<file path="config.mk">
export PLATFORM = sky130hd
export DESIGN_NAME = dbcmd_engine
export DESIGN_NICKNAME = d
export VERILOG_FILES = /design/src/rtl/dbcmd_pkg.sv /design/src/rtl/dbcmd_cond_eval.sv /design/src/rtl/dbcmd_chan_state.sv /design/src/rtl/dbcmd_seq.sv /design/src/rtl/dbcmd_engine.sv
export SDC_FILE = /design/constraint.sdc
export NUM_CORES = 1
export LEC_CHECK = 0
export BUFFER_PORTS_ARGS = -buffer_cell sky130_fd_sc_hd__buf_2
export CAP_MARGIN = 10
export CORE_ASPECT_RATIO = 0.9
export CORE_MARGIN = 2
export CORE_UTILIZATION = 40
export CTS_BUF_LIST = sky130_fd_sc_hd__clkbuf_16
export CTS_CLUSTER_SIZE = 14
export DETAILED_ROUTE_END_ITERATION = 8
export GPL_TIMING_DRIVEN = 1
export HOLD_SLACK_MARGIN = 0.1
export SLEW_MARGIN = 20
export SYNTH_ARGS = -nofsm -noshare
export SYNTH_HDL_FRONTEND = slang
export SYNTH_SLANG_ARGS = --single-unit
</file>
<file path="constraint.sdc">
create_clock -name clk -period 3 [get_ports clk]
set_clock_uncertainty 0.05 [all_clocks]
set_input_delay 0.15 -clock clk [delete_from_list [all_inputs] [get_ports clk]]
set_output_delay 0.15 -clock clk [all_outputs]
set_load 0.05 [all_outputs]
</file>
<file path="src/rtl/dbcmd_pkg.sv">
package dbcmd_pkg;
  localparam int DW         = 32;
  localparam int BEAT_BYTES = DW / 8;
  localparam int DESC_BYTES = 16;

  localparam logic [3:0] OP_OUT_MORE = 4'd0;
  localparam logic [3:0] OP_OUT_LAST = 4'd1;
  localparam logic [3:0] OP_IN_MORE  = 4'd2;
  localparam logic [3:0] OP_IN_LAST  = 4'd3;
  localparam logic [3:0] OP_STORE    = 4'd4;
  localparam logic [3:0] OP_LOAD     = 4'd5;
  localparam logic [3:0] OP_NOP      = 4'd6;
  localparam logic [3:0] OP_STOP     = 4'd7;

  typedef enum logic [1:0] {
    CM_NEVER  = 2'd0,
    CM_IFSET  = 2'd1,
    CM_IFCLR  = 2'd2,
    CM_ALWAYS = 2'd3
  } cmode_e;

  typedef enum logic [3:0] {
    S_IDLE, S_FETCH, S_DECODE, S_OUT_RD, S_OUT_TX, S_IN_RX, S_IN_WR,
    S_STW, S_LDW_RD, S_LDW_WB, S_COND, S_WB
  } state_e;

  function automatic logic [15:0] status_word(input logic run_b, input logic act_b,
                                              input logic bt_b, input logic cnd_b);
    status_word = {run_b, 4'b0000, act_b, 1'b0, bt_b, 7'b0000000, cnd_b};
  endfunction
endpackage

</file>
<file path="src/rtl/dbcmd_cond_eval.sv">
module dbcmd_cond_eval
  import dbcmd_pkg::*;
(
  input  logic [1:0] mode,
  input  logic       cond,
  output logic       hit
);
  always_comb begin
    case (cmode_e'(mode))
      CM_NEVER:  hit = 1'b0;
      CM_IFSET:  hit = cond;
      CM_IFCLR:  hit = ~cond;
      default:   hit = 1'b1;
    endcase
  end
endmodule

</file>
<file path="src/rtl/dbcmd_chan_state.sv">
module dbcmd_chan_state #(
  parameter int AW = 32
) (
  input  logic          clk,
  input  logic          rst_n,
  input  logic          start,
  input  logic          ptr_wr,
  input  logic [AW-1:0] ptr_in,
  input  logic          ev_kill,
  input  logic          ev_stop,
  input  logic          ev_step,
  input  logic [AW-1:0] step_ptr,
  output logic          active,
  output logic          dead,
  output logic [AW-1:0] cmd_ptr
);
  always_ff @(posedge clk) begin
    if (!rst_n) begin
      active  <= 1'b0;
      dead    <= 1'b0;
      cmd_ptr <= '0;
    end else begin
      if (ev_kill) begin
        dead   <= 1'b1;
        active <= 1'b0;
      end else if (ev_stop) begin
        active <= 1'b0;
      end else if (start && !active) begin
        active <= 1'b1;
        dead   <= 1'b0;
      end
      if (ev_step)
        cmd_ptr <= step_ptr;
      else if (ptr_wr && !active)
        cmd_ptr <= ptr_in;
    end
  end
endmodule

</file>
<file path="src/rtl/dbcmd_seq.sv">
module dbcmd_seq
  import dbcmd_pkg::*;
#(
  parameter int AW = 32
) (
  input  logic          clk,
  input  logic          rst_n,
  input  logic          run,
  input  logic          active,
  input  logic [AW-1:0] cmd_ptr,
  input  logic          cond_in,
  input  logic          hit_wait,
  input  logic          hit_br,
  input  logic          hit_intr,
  output logic [5:0]    ctl,
  output logic          ev_kill,
  output logic          ev_stop,
  output logic          ev_step,
  output logic [AW-1:0] step_ptr,
  output logic          irq,
  output logic          mem_req,
  output logic          mem_we,
  output logic [AW-1:0] mem_addr,
  output logic [DW-1:0] mem_wdata,
  input  logic          mem_ack,
  input  logic [DW-1:0] mem_rdata,
  output logic          out_valid,
  input  logic          out_ready,
  output logic [DW-1:0] out_data,
  output logic          out_last,
  input  logic          in_valid,
  output logic          in_ready,
  input  logic [DW-1:0] in_data,
  input  logic          in_last
);
  localparam int CW = 16;
  localparam logic [CW-1:0] BEAT_C = CW'(BEAT_BYTES);

  state_e        state;
  logic [1:0]    fidx;
  logic [3:0]    op;
  logic [2:0]    key;
  logic [CW-1:0] req_cnt;
  logic [CW-1:0] res;
  logic [AW-1:0] cur;
  logic [DW-1:0] dep;
  logic [DW-1:0] beat;
  logic          in_end;
  logic          bt;
  logic          cnd_lat;

  logic          is_last;
  logic          kill_cond;
  logic [CW-1:0] res_dec;

  assign is_last = op[0];
  assign res_dec = (res > BEAT_C) ? (res - BEAT_C) : '0;

  always_comb begin
    kill_cond = 1'b0;
    if (op == OP_IN_MORE || op == OP_IN_LAST)
      kill_cond = (cur == '0) || (key > 3'd3);
    else if (op == OP_STORE || op == OP_LOAD)
      kill_cond = (key < 3'd5);
    else if (op > OP_STOP)
      kill_cond = 1'b1;
  end

  assign ev_kill  = (state == S_DECODE) && kill_cond;
  assign ev_stop  = (state == S_DECODE) && (op == OP_STOP);
  assign ev_step  = (state == S_WB) && mem_ack;
  assign step_ptr = bt ? dep[AW-1:0] : (cmd_ptr + AW'(DESC_BYTES));

  assign out_valid = (state == S_OUT_TX);
  assign out_data  = beat;
  assign out_last  = is_last && (res <= BEAT_C);
  assign in_ready  = (state == S_IN_RX) && (res != '0) && !in_end;

  always_comb begin
    mem_req   = 1'b0;
    mem_we    = 1'b0;
    mem_addr  = cur;
    mem_wdata = '0;
    case (state)
      S_FETCH: begin
        mem_req  = 1'b1;
        mem_addr = cmd_ptr + AW'({fidx, 2'b00});
      end
      S_OUT_RD: mem_req = (res != '0);
      S_LDW_RD: mem_req = 1'b1;
      S_IN_WR: begin
        mem_req   = 1'b1;
        mem_we    = 1'b1;
        mem_wdata = beat;
      end
      S_STW: begin
        mem_req   = 1'b1;
        mem_we    = 1'b1;
        mem_wdata = dep;
      end
      S_LDW_WB: begin
        mem_req   = 1'b1;
        mem_we    = 1'b1;
        mem_addr  = cmd_ptr + AW'(8);
        mem_wdata = dep;
      end
      S_WB: begin
        mem_req   = 1'b1;
        mem_we    = 1'b1;
        mem_addr  = cmd_ptr + AW'(12);
        mem_wdata = {status_word(run, active, bt, cnd_lat), res};
      end
      default: ;
    endcase
  end

  always_ff @(posedge clk) begin
    if (!rst_n) begin
      state   <= S_IDLE;
      fidx    <= '0;
      op      <= '0;
      key     <= '0;
      ctl     <= '0;
      req_cnt <= '0;
      res     <= '0;
      cur     <= '0;
      dep     <= '0;
      beat    <= '0;
      in_end  <= 1'b0;
      bt      <= 1'b0;
      cnd_lat <= 1'b0;
      irq     <= 1'b0;
    end else begin
      irq <= 1'b0;
      case (state)
        S_IDLE: begin
          fidx <= '0;
          if (run && active) state <= S_FETCH;
        end
        S_FETCH: if (mem_ack) begin
          case (fidx)
            2'd0: begin
              op      <= mem_rdata[31:28];
              key     <= mem_rdata[26:24];
              ctl     <= mem_rdata[21:16];
              req_cnt <= mem_rdata[15:0];
            end
            2'd1:    cur <= mem_rdata[AW-1:0];
            default: dep <= mem_rdata;
          endcase
          fidx <= fidx + 2'd1;
          if (fidx == 2'd2) state <= S_DECODE;
        end
        S_DECODE: begin
          res    <= req_cnt;
          in_end <= 1'b0;
          if (kill_cond) state <= S_IDLE;
          else begin
            case (op)
              OP_OUT_MORE, OP_OUT_LAST: state <= S_OUT_RD;
              OP_IN_MORE, OP_IN_LAST:   state <= S_IN_RX;
              OP_STORE:                 state <= S_STW;
              OP_LOAD:                  state <= S_LDW_RD;
              OP_NOP:                   state <= S_COND;
              default:                  state <= S_IDLE;
            endcase
          end
        end
        S_OUT_RD: begin
          if (res == '0) state <= S_COND;
          else if (mem_ack) begin
            beat  <= mem_rdata;
            state <= S_OUT_TX;
          end
        end
        S_OUT_TX: if (out_ready) begin
          cur   <= cur + AW'(BEAT_BYTES);
          res   <= res_dec;
          state <= S_OUT_RD;
        end
        S_IN_RX: begin
          if (res == '0 || in_end) state <= S_COND;
          else if (in_valid) begin
            beat   <= in_data;
            in_end <= is_last && in_last;
            state  <= S_IN_WR;
          end
        end
        S_IN_WR: if (mem_ack) begin
          cur   <= cur + AW'(BEAT_BYTES);
          res   <= res_dec;
          state <= S_IN_RX;
        end
        S_STW: if (mem_ack) state <= S_COND;
        S_LDW_RD: if (mem_ack) begin
          dep   <= mem_rdata;
          state <= S_LDW_WB;
        end
        S_LDW_WB: if (mem_ack) state <= S_COND;
        S_COND: if (!hit_wait) begin
          irq     <= hit_intr;
          bt      <= hit_br;
          cnd_lat <= cond_in;
          state   <= S_WB;
        end
        S_WB: if (mem_ack) state <= S_IDLE;
        default: state <= S_IDLE;
      endcase
    end
  end
endmodule

</file>
<file path="src/rtl/dbcmd_engine.sv">
module dbcmd_engine
  import dbcmd_pkg::*;
#(
  parameter int AW = 32
) (
  input  logic          clk,
  input  logic          rst_n,
  input  logic          run,
  input  logic          start,
  input  logic          ptr_wr,
  input  logic [AW-1:0] ptr_in,
  input  logic          cond_in,
  output logic          active,
  output logic          dead,
  output logic [AW-1:0] cmd_ptr,
  output logic          irq,
  output logic          mem_req,
  output logic          mem_we,
  output logic [AW-1:0] mem_addr,
  output logic [DW-1:0] mem_wdata,
  input  logic          mem_ack,
  input  logic [DW-1:0] mem_rdata,
  output logic          out_valid,
  input  logic          out_ready,
  output logic [DW-1:0] out_data,
  output logic          out_last,
  input  logic          in_valid,
  output logic          in_ready,
  input  logic [DW-1:0] in_data,
  input  logic          in_last
);
  localparam int NFIELD = 3;

  logic [5:0]        ctl;
  logic [NFIELD-1:0] hits;
  logic              ev_kill, ev_stop, ev_step;
  logic [AW-1:0]     step_ptr;

  for (genvar g = 0; g < NFIELD; g++) begin : g_mode
    dbcmd_cond_eval u_eval (
      .mode (ctl[2*g +: 2]),
      .cond (cond_in),
      .hit  (hits[g])
    );
  end

  dbcmd_chan_state #(.AW(AW)) u_state (
    .clk(clk), .rst_n(rst_n), .start(start), .ptr_wr(ptr_wr), .ptr_in(ptr_in),
    .ev_kill(ev_kill), .ev_stop(ev_stop), .ev_step(ev_step), .step_ptr(step_ptr),
    .active(active), .dead(dead), .cmd_ptr(cmd_ptr)
  );

  dbcmd_seq #(.AW(AW)) u_seq (
    .clk(clk), .rst_n(rst_n), .run(run), .active(active), .cmd_ptr(cmd_ptr),
    .cond_in(cond_in), .hit_wait(hits[0]), .hit_br(hits[1]), .hit_intr(hits[2]),
    .ctl(ctl), .ev_kill(ev_kill), .ev_stop(ev_stop), .ev_step(ev_step),
    .step_ptr(step_ptr), .irq(irq),
    .mem_req(mem_req), .mem_we(mem_we), .mem_addr(mem_addr), .mem_wdata(mem_wdata),
    .mem_ack(mem_ack), .mem_rdata(mem_rdata),
    .out_valid(out_valid), .out_ready(out_ready), .out_data(out_data), .out_last(out_last),
    .in_valid(in_valid), .in_ready(in_ready), .in_data(in_data), .in_last(in_last)
  );
endmodule

</file>
== After elaboration in Yosys (flattened, before gate mapping) ==
Cells that the tools add are included.

* Logic and storage cells: 182
* Output and inout bits: 136
* Register bits: 185

* $lt $le $gt $ge: 5
* Equality and inequality tests: 44
* Reduce and logical (&&, ||, !) cells: 51
* Add/sub/neg operators: 7
* Bitwise logic cells: 4
* Mux-type cells: 54

{| class="wikitable"
|+ Operators with widths
! operator !! count
|-
| $mux W32 || 13
|-
| $pmux W32 S3 || 3
|-
| $pmux W32 S2 || 2
|-
| $add A32 B4 Y32 const B || 2
|-
| $mux W4 || 14
|-
| $mux W16 || 3
|-
| $pmux W16 S3 || 1
|-
| $pmux W4 S11 || 1
|-
| $add A32 B3 Y32 const B || 1
|-
| $add A32 B4 Y32 || 1
|-
| $add A32 B5 Y32 const B || 1
|-
| $eq A4 B3 Y1 const B || 8
|-
| $logic_not A32 Y1 || 1
|-
| $ne A2 B2 Y1 const B || 12
|-
| $pmux W4 S5 || 1
|-
| $eq A4 B2 Y1 const B || 4
|-
| $eq A4 B4 Y1 const B || 4
|-
| $gt A16 B3 Y1 const B || 1
|-
| $le A16 B3 Y1 const B || 1
|-
| $logic_not A16 Y1 || 1
|-
| $reduce_bool A16 Y1 || 1
|-
| $sub A16 B3 Y16 const B || 1
|-
| $reduce_bool A2 Y1 || 6
|-
| $reduce_and A11 Y1 || 1
|-
| other kinds (30) || 81
|}

== Longest topological paths before layout ==
* Word-level depth: 7
* Depth in mapped cells: 12

== Cells and area by module ==
A second synthesis with hierarchy kept.

* Cell total of the unflattened synthesis: 1,561
* Area, all modules: 12,076.6 sq um

{| class="wikitable"
|+ Modules (own cells, without submodules)
! module !! area each (sq um) !! times used !! cells each !! sequential area each (sq um)
|-
| dbcmd_seq || 10,562.6 || 1 || 1,408 || 3,022.9
|-
| dbcmd_chan_state || 1,468.9 || 1 || 150 || 680.7
|-
| dbcmd_cond_eval || 15.0 || 3 || 1 || 0.0
|}

== Least setup slack after synthesis ==
No wires, ideal clock.

* Kind: flip-flop to output port
* From: register u_seq.state[0]
* To: output mem_addr[30]
* Required time: 2,800 ps
* Setup slack: -538 ps
* Stages on the path, launching flop included: 13
* Data arrival time: 3,338 ps
* Cells stage by stage: dfxtp_1 buf_2 buf_2 nand4b_1 nand2_1 ha_1 inv_1 fa_1 clkbuf_1 buf_1 nand2_1 a41oi_1 o31ai_1

* Word-level cells in the longest chain between the ends: 2
* Elaborated cells on any way between the ends: 4
* Those cells by class: 3 x eq/ne; 1 x mux

{| class="wikitable"
|+ Ends and longest elaborated chain
! item !! RTL line !! source
|-
| start: declaration || dbcmd_seq.sv:39 || <nowiki>state_e state;</nowiki>
|-
| start signal: assignment || dbcmd_seq.sv:119 || <nowiki>state <= S_IDLE;</nowiki>
|-
| start signal: assignment || dbcmd_seq.sv:138 || <nowiki>if (run && active) state <= S_FETCH;</nowiki>
|-
| start signal: assignment || dbcmd_seq.sv:152 || <nowiki>if (fidx == 2'd2) state <= S_DECODE;</nowiki>
|-
| $eq A4 B4 Y1 / $eq A4 B1 Y1 (equally long branches) || dbcmd_seq.sv:84 || <nowiki>case (state)</nowiki>
|-
| $pmux W32 S3 (*) || dbcmd_seq.sv:84 ||
|-
| end: declaration || dbcmd_engine.sv:19 || <nowiki>output logic [AW-1:0] mem_addr,</nowiki>
|}

Mark *: on every way between the ends. The rest lies on a longest branch, timed or not.

== Final worst setup path ==
* From: register u_seq.state[2]
* To: output mem_addr[22]

The elaborated chain is that of the path after synthesis.

==> impl_metrics.tcl <==
set metrics [dict create \
    status "finished, final reports clean" \
    grt_pass1_wl_mm 82.6 \
    grt_pass1_vias 12926 \
    areaGrowthSynthToFinish_pct 27.8 \
    clk_path_buf_depth 2 \
    drt_first_pass_iters 8 \
    syn_area_per_cell_um2 7.52 \
    worst_pin_slew_ns 1.03 \
    crit_arrival_ns 2.73 \
    row_count 60 \
    hold_viol_final 0 \
    dpl_cell_area_mm2 0.0138 \
    fin_crit_ns 2.93 \
    start_util 0.403 \
    drc 0 \
    place_ws_ns 0.308 \
    cellLeakagePower_nw 5.90 \
    yosys.area.top_type "dfxtp_1" \
    clk_latency_ns 0.44 \
    final.fill_count 2901 \
    crit_path_max_fanout 12 \
    cts_buffers 17 \
    syn_area_mm2 0.0120 \
    ys_warn_count 0 \
    crit_top_cell "a221o_1" \
    async_flop_share 0 \
    peakVddDrop_mv 0.410 \
    post-route-period-util 0.976 \
    die_h_um 168 \
    critPathMaxStageDelay_ns 0.40 \
    rsz0062_at_grt "true" \
    drt_wl_total_mm 55.8 \
    drtIter0Drc 1496 \
    yosys_register_bits 185 \
    synth_cell_types 87 \
    grt_max_degree 82 \
    fmax_ghz 0.341 \
    place.gp.congestion 0.938 \
    path_clk_slew_ns 0.08 \
    critPathCaptureType "output port" \
    synth_area_leaders "dfxtp_1 31%, nand2_1 8.2%, a21oi_1 5.4%" \
    max_slew_margin 0.307 \
    cts_tree "done" \
    viasPerCell 6.18 \
    setup_ws_ns 0.0716 \
    grt_antenna_before_repair 0 \
    pwr_density_cell_mw_per_mm2 483 \
    drv_cap 0 \
    ios 242 \
    nNetsFinal 1981 \
    synth_edf_count 0 \
    crit_buf_inv 3 \
    yosysTopAreaCellShare 0.310 \
    num_antenna_cells 0 \
    setup_violations 0 \
    slowest_stage "fa_2" \
    die_w_um 186 \
    cts_sinks 185 \
    report.final.slew_viol_count 0 \
    critPathKind "reg2out" \
    synthesis.nets 1711 \
    die_area_mm2 0.0313 \
    layout-drive-gt1-share 0.233 \
    core-area_mm2 0.0297 \
    wl_per_cell_um 24.5 \
    hpwl_mm 40.7 \
    crit_path_start_kind "register" \
    critPathTopFamily "compound AO/OA/AOI/OAI gates" \
    synth_seq_area_share 0.310 \
    synthFlopType "dfxtp_1" \
    worstHoldPathType "in2reg" \
    root_buffer "clkbuf_16" \
    io_buffers 241 \
    tns_ns 0 \
    via_count 14057 \
    final_antenna_net_count 0 \
    synth_cells 1592 \
    final_area_mm2 0.0153 \
    grt-ovfl-total 0 \
    cts_htree_levels 4 \
    crit_chain "nand4b_1 -> nand2_1 -> ha_2 -> inv_2 -> fa_2 -> buf_6 -> a221o_1 -> a221o_1 -> buf_4" \
    grt_util_all_layers 0.345 \
    worstPathRequired_ns 2.80 \
]
==> registers in the layout, summed over array words and instances (netlist names) <==
register and cells:
u_seq.bt 1, u_seq.cnd_lat 1, u_seq.ctl 6, u_seq.cur 32, u_seq.dep 32, u_seq.fidx 2
u_seq.in_end 1, u_seq.irq 1, u_seq.key 3, u_seq.op 4, u_seq.out_data 32, u_seq.req_cnt 16
u_seq.res 16, u_seq.state 4, u_state.active 1, u_state.cmd_ptr 32, u_state.dead 1
==> layout make-up <==
cell class	instances	area [um2]	area share
Multi-Input combinational cell	1209	7610	0.497
Clock buffer	17	425	0.0278
Sequential cell	185	3730	0.244
Tap cell	403	504	0.0330
Timing Repair Buffer	407	2750	0.180
Inverter	42	160	0.0105
Clock inverter	13	121	0.00794
==> cell families (layout without fill, tap and decap cells) <==
| kind of cell | after synthesis | in the layout | synth area share |
|---|---|---|---|
| compound gates | 485 | 485 | 0.280 |
| mux | 42 | 42 | 0.0352 |
| xor+xnor | 42 | 42 | 0.0307 |
| buf+inv | 198 | 479 | 0.0703 |
| fa+ha+maj | 13 | 13 | 0.0142 |
| simple gates | 627 | 627 | 0.260 |
| flops | 185 | 185 | 0.310 |
==> worst min-delay path, delay by kind of cell <==
kind	cells	cell delay, ns
compound gates	3	0.32
buf+inv	1	0.10
==> cells in the final DEF, fill, tap and decap left out, types with 16 or more instances in the layout <==
cell and n:
a222oi_1 21, buf_4 86, nor4_1 16, a211oi_1 42, dfxtp_1 172, nand2_1 260
a22o_1 16, buf_2 227, nand4_1 24, dlygate4sd3_1 80, nor2_1 110, a21oi_1 126
clkbuf_16 17, xnor2_1 31, and3_1 20, nor3_1 32, o21ai_0 53, nand3_1 46
inv_1 40, mux2i_1 41, a31oi_1 45
==> worst paths after layout <==
| check | end | depth (start not counted) | slack, ns | start |
|---|---|---|---|---|
| max reg2reg | u_seq.out_data[22]$_SDFFE_PN0P_ | 6 | 0.37 | u_seq.state[2]$_SDFFE_PN0P_ |
| min | u_state.cmd_ptr[9]$_SDFFE_PN0P_ | 4 | 0.12 | ptr_in[9] |
| min reg2reg | u_seq.ctl[3]$_SDFFE_PN0P_ | 2 | 0.41 | u_seq.ctl[3]$_SDFFE_PN0P_ |
| max | mem_addr[22] | 9 | 0.07 | u_seq.state[2]$_SDFFE_PN0P_ |
==> synthesized netlist by cell type (10+ instances only) <==
| cell | n |
|---|---|
| o221ai_1 | 17 |
| inv_1 | 42 |
| mux2i_1 | 41 |
| nor2b_1 | 13 |
| nor3_1 | 33 |
| a31oi_1 | 45 |
| and3_1 | 20 |
| buf_2 | 47 |
| nand2b_1 | 12 |
| a22oi_1 | 15 |
| o21ai_0 | 63 |
| or3_1 | 10 |
| clkbuf_1 | 96 |
| nor4_1 | 19 |
| nand3_1 | 46 |
| xor2_1 | 11 |
| or4_1 | 12 |
| nand4_1 | 24 |
| a211oi_1 | 42 |
| nor2_1 | 111 |
| a222oi_1 | 21 |
| and4_1 | 15 |
| a21oi_1 | 128 |
| dfxtp_1 | 185 |
| o311ai_0 | 10 |
| xnor2_1 | 31 |
| a22o_1 | 16 |
| o211ai_1 | 15 |
| o221a_2 | 12 |
| nand2_1 | 262 |
| ha_1 | 12 |
==> power by group <==
group          internal (mW)  total (mW)  switching [mW]  leakage [nW]
combinational          0.785        2.35            1.57          4.12
sequential              2.60        2.81           0.209          1.50
clock                   1.15        2.23            1.08         0.269
total                   4.53        7.39            2.86          5.90
==> routing by layer <==
layer  up-vias  wire length [um]  track usage
li1       6420                 -            -
met1      6752             23900        0.473
met2       786             24600        0.537
met3        99              5090       0.0625
met4         0              2190        0.139
met5         -                 0            0
==> stage by stage <==
stage | total power, mW | util | cells | hold WS (ns)
final | 7.39 | 0.516 | 2276 | 0.118
after global routing | 7.65 | 0.516 | 2276 | 0.137
after CTS | 7.33 | 0.511 | 2272 | 0.109
after detailed placement | 5.04 | 0.464 | 2161 | 0.396
after global placement | 5.03 | 0.464 | 2161 | 0.391
after floorplan | 4.24 | - | 1592 | 0.236
==> what timing repair did <==
| action | 4_1_cts | 5_1_grt |
|---|---|---|
| gates resized for setup | 12 | 50 |
| hold buffers | 80 | 0 |
| endpoints found under the hold margin | 117 | 0 |
| buffers inserted | 1 | 3 |
| setup endpoints to repair | 17 | 20 |
| gates cloned | 0 | 1 |
| pin swaps | 1 | 5 |
Power figures use the tool's default switching activity.
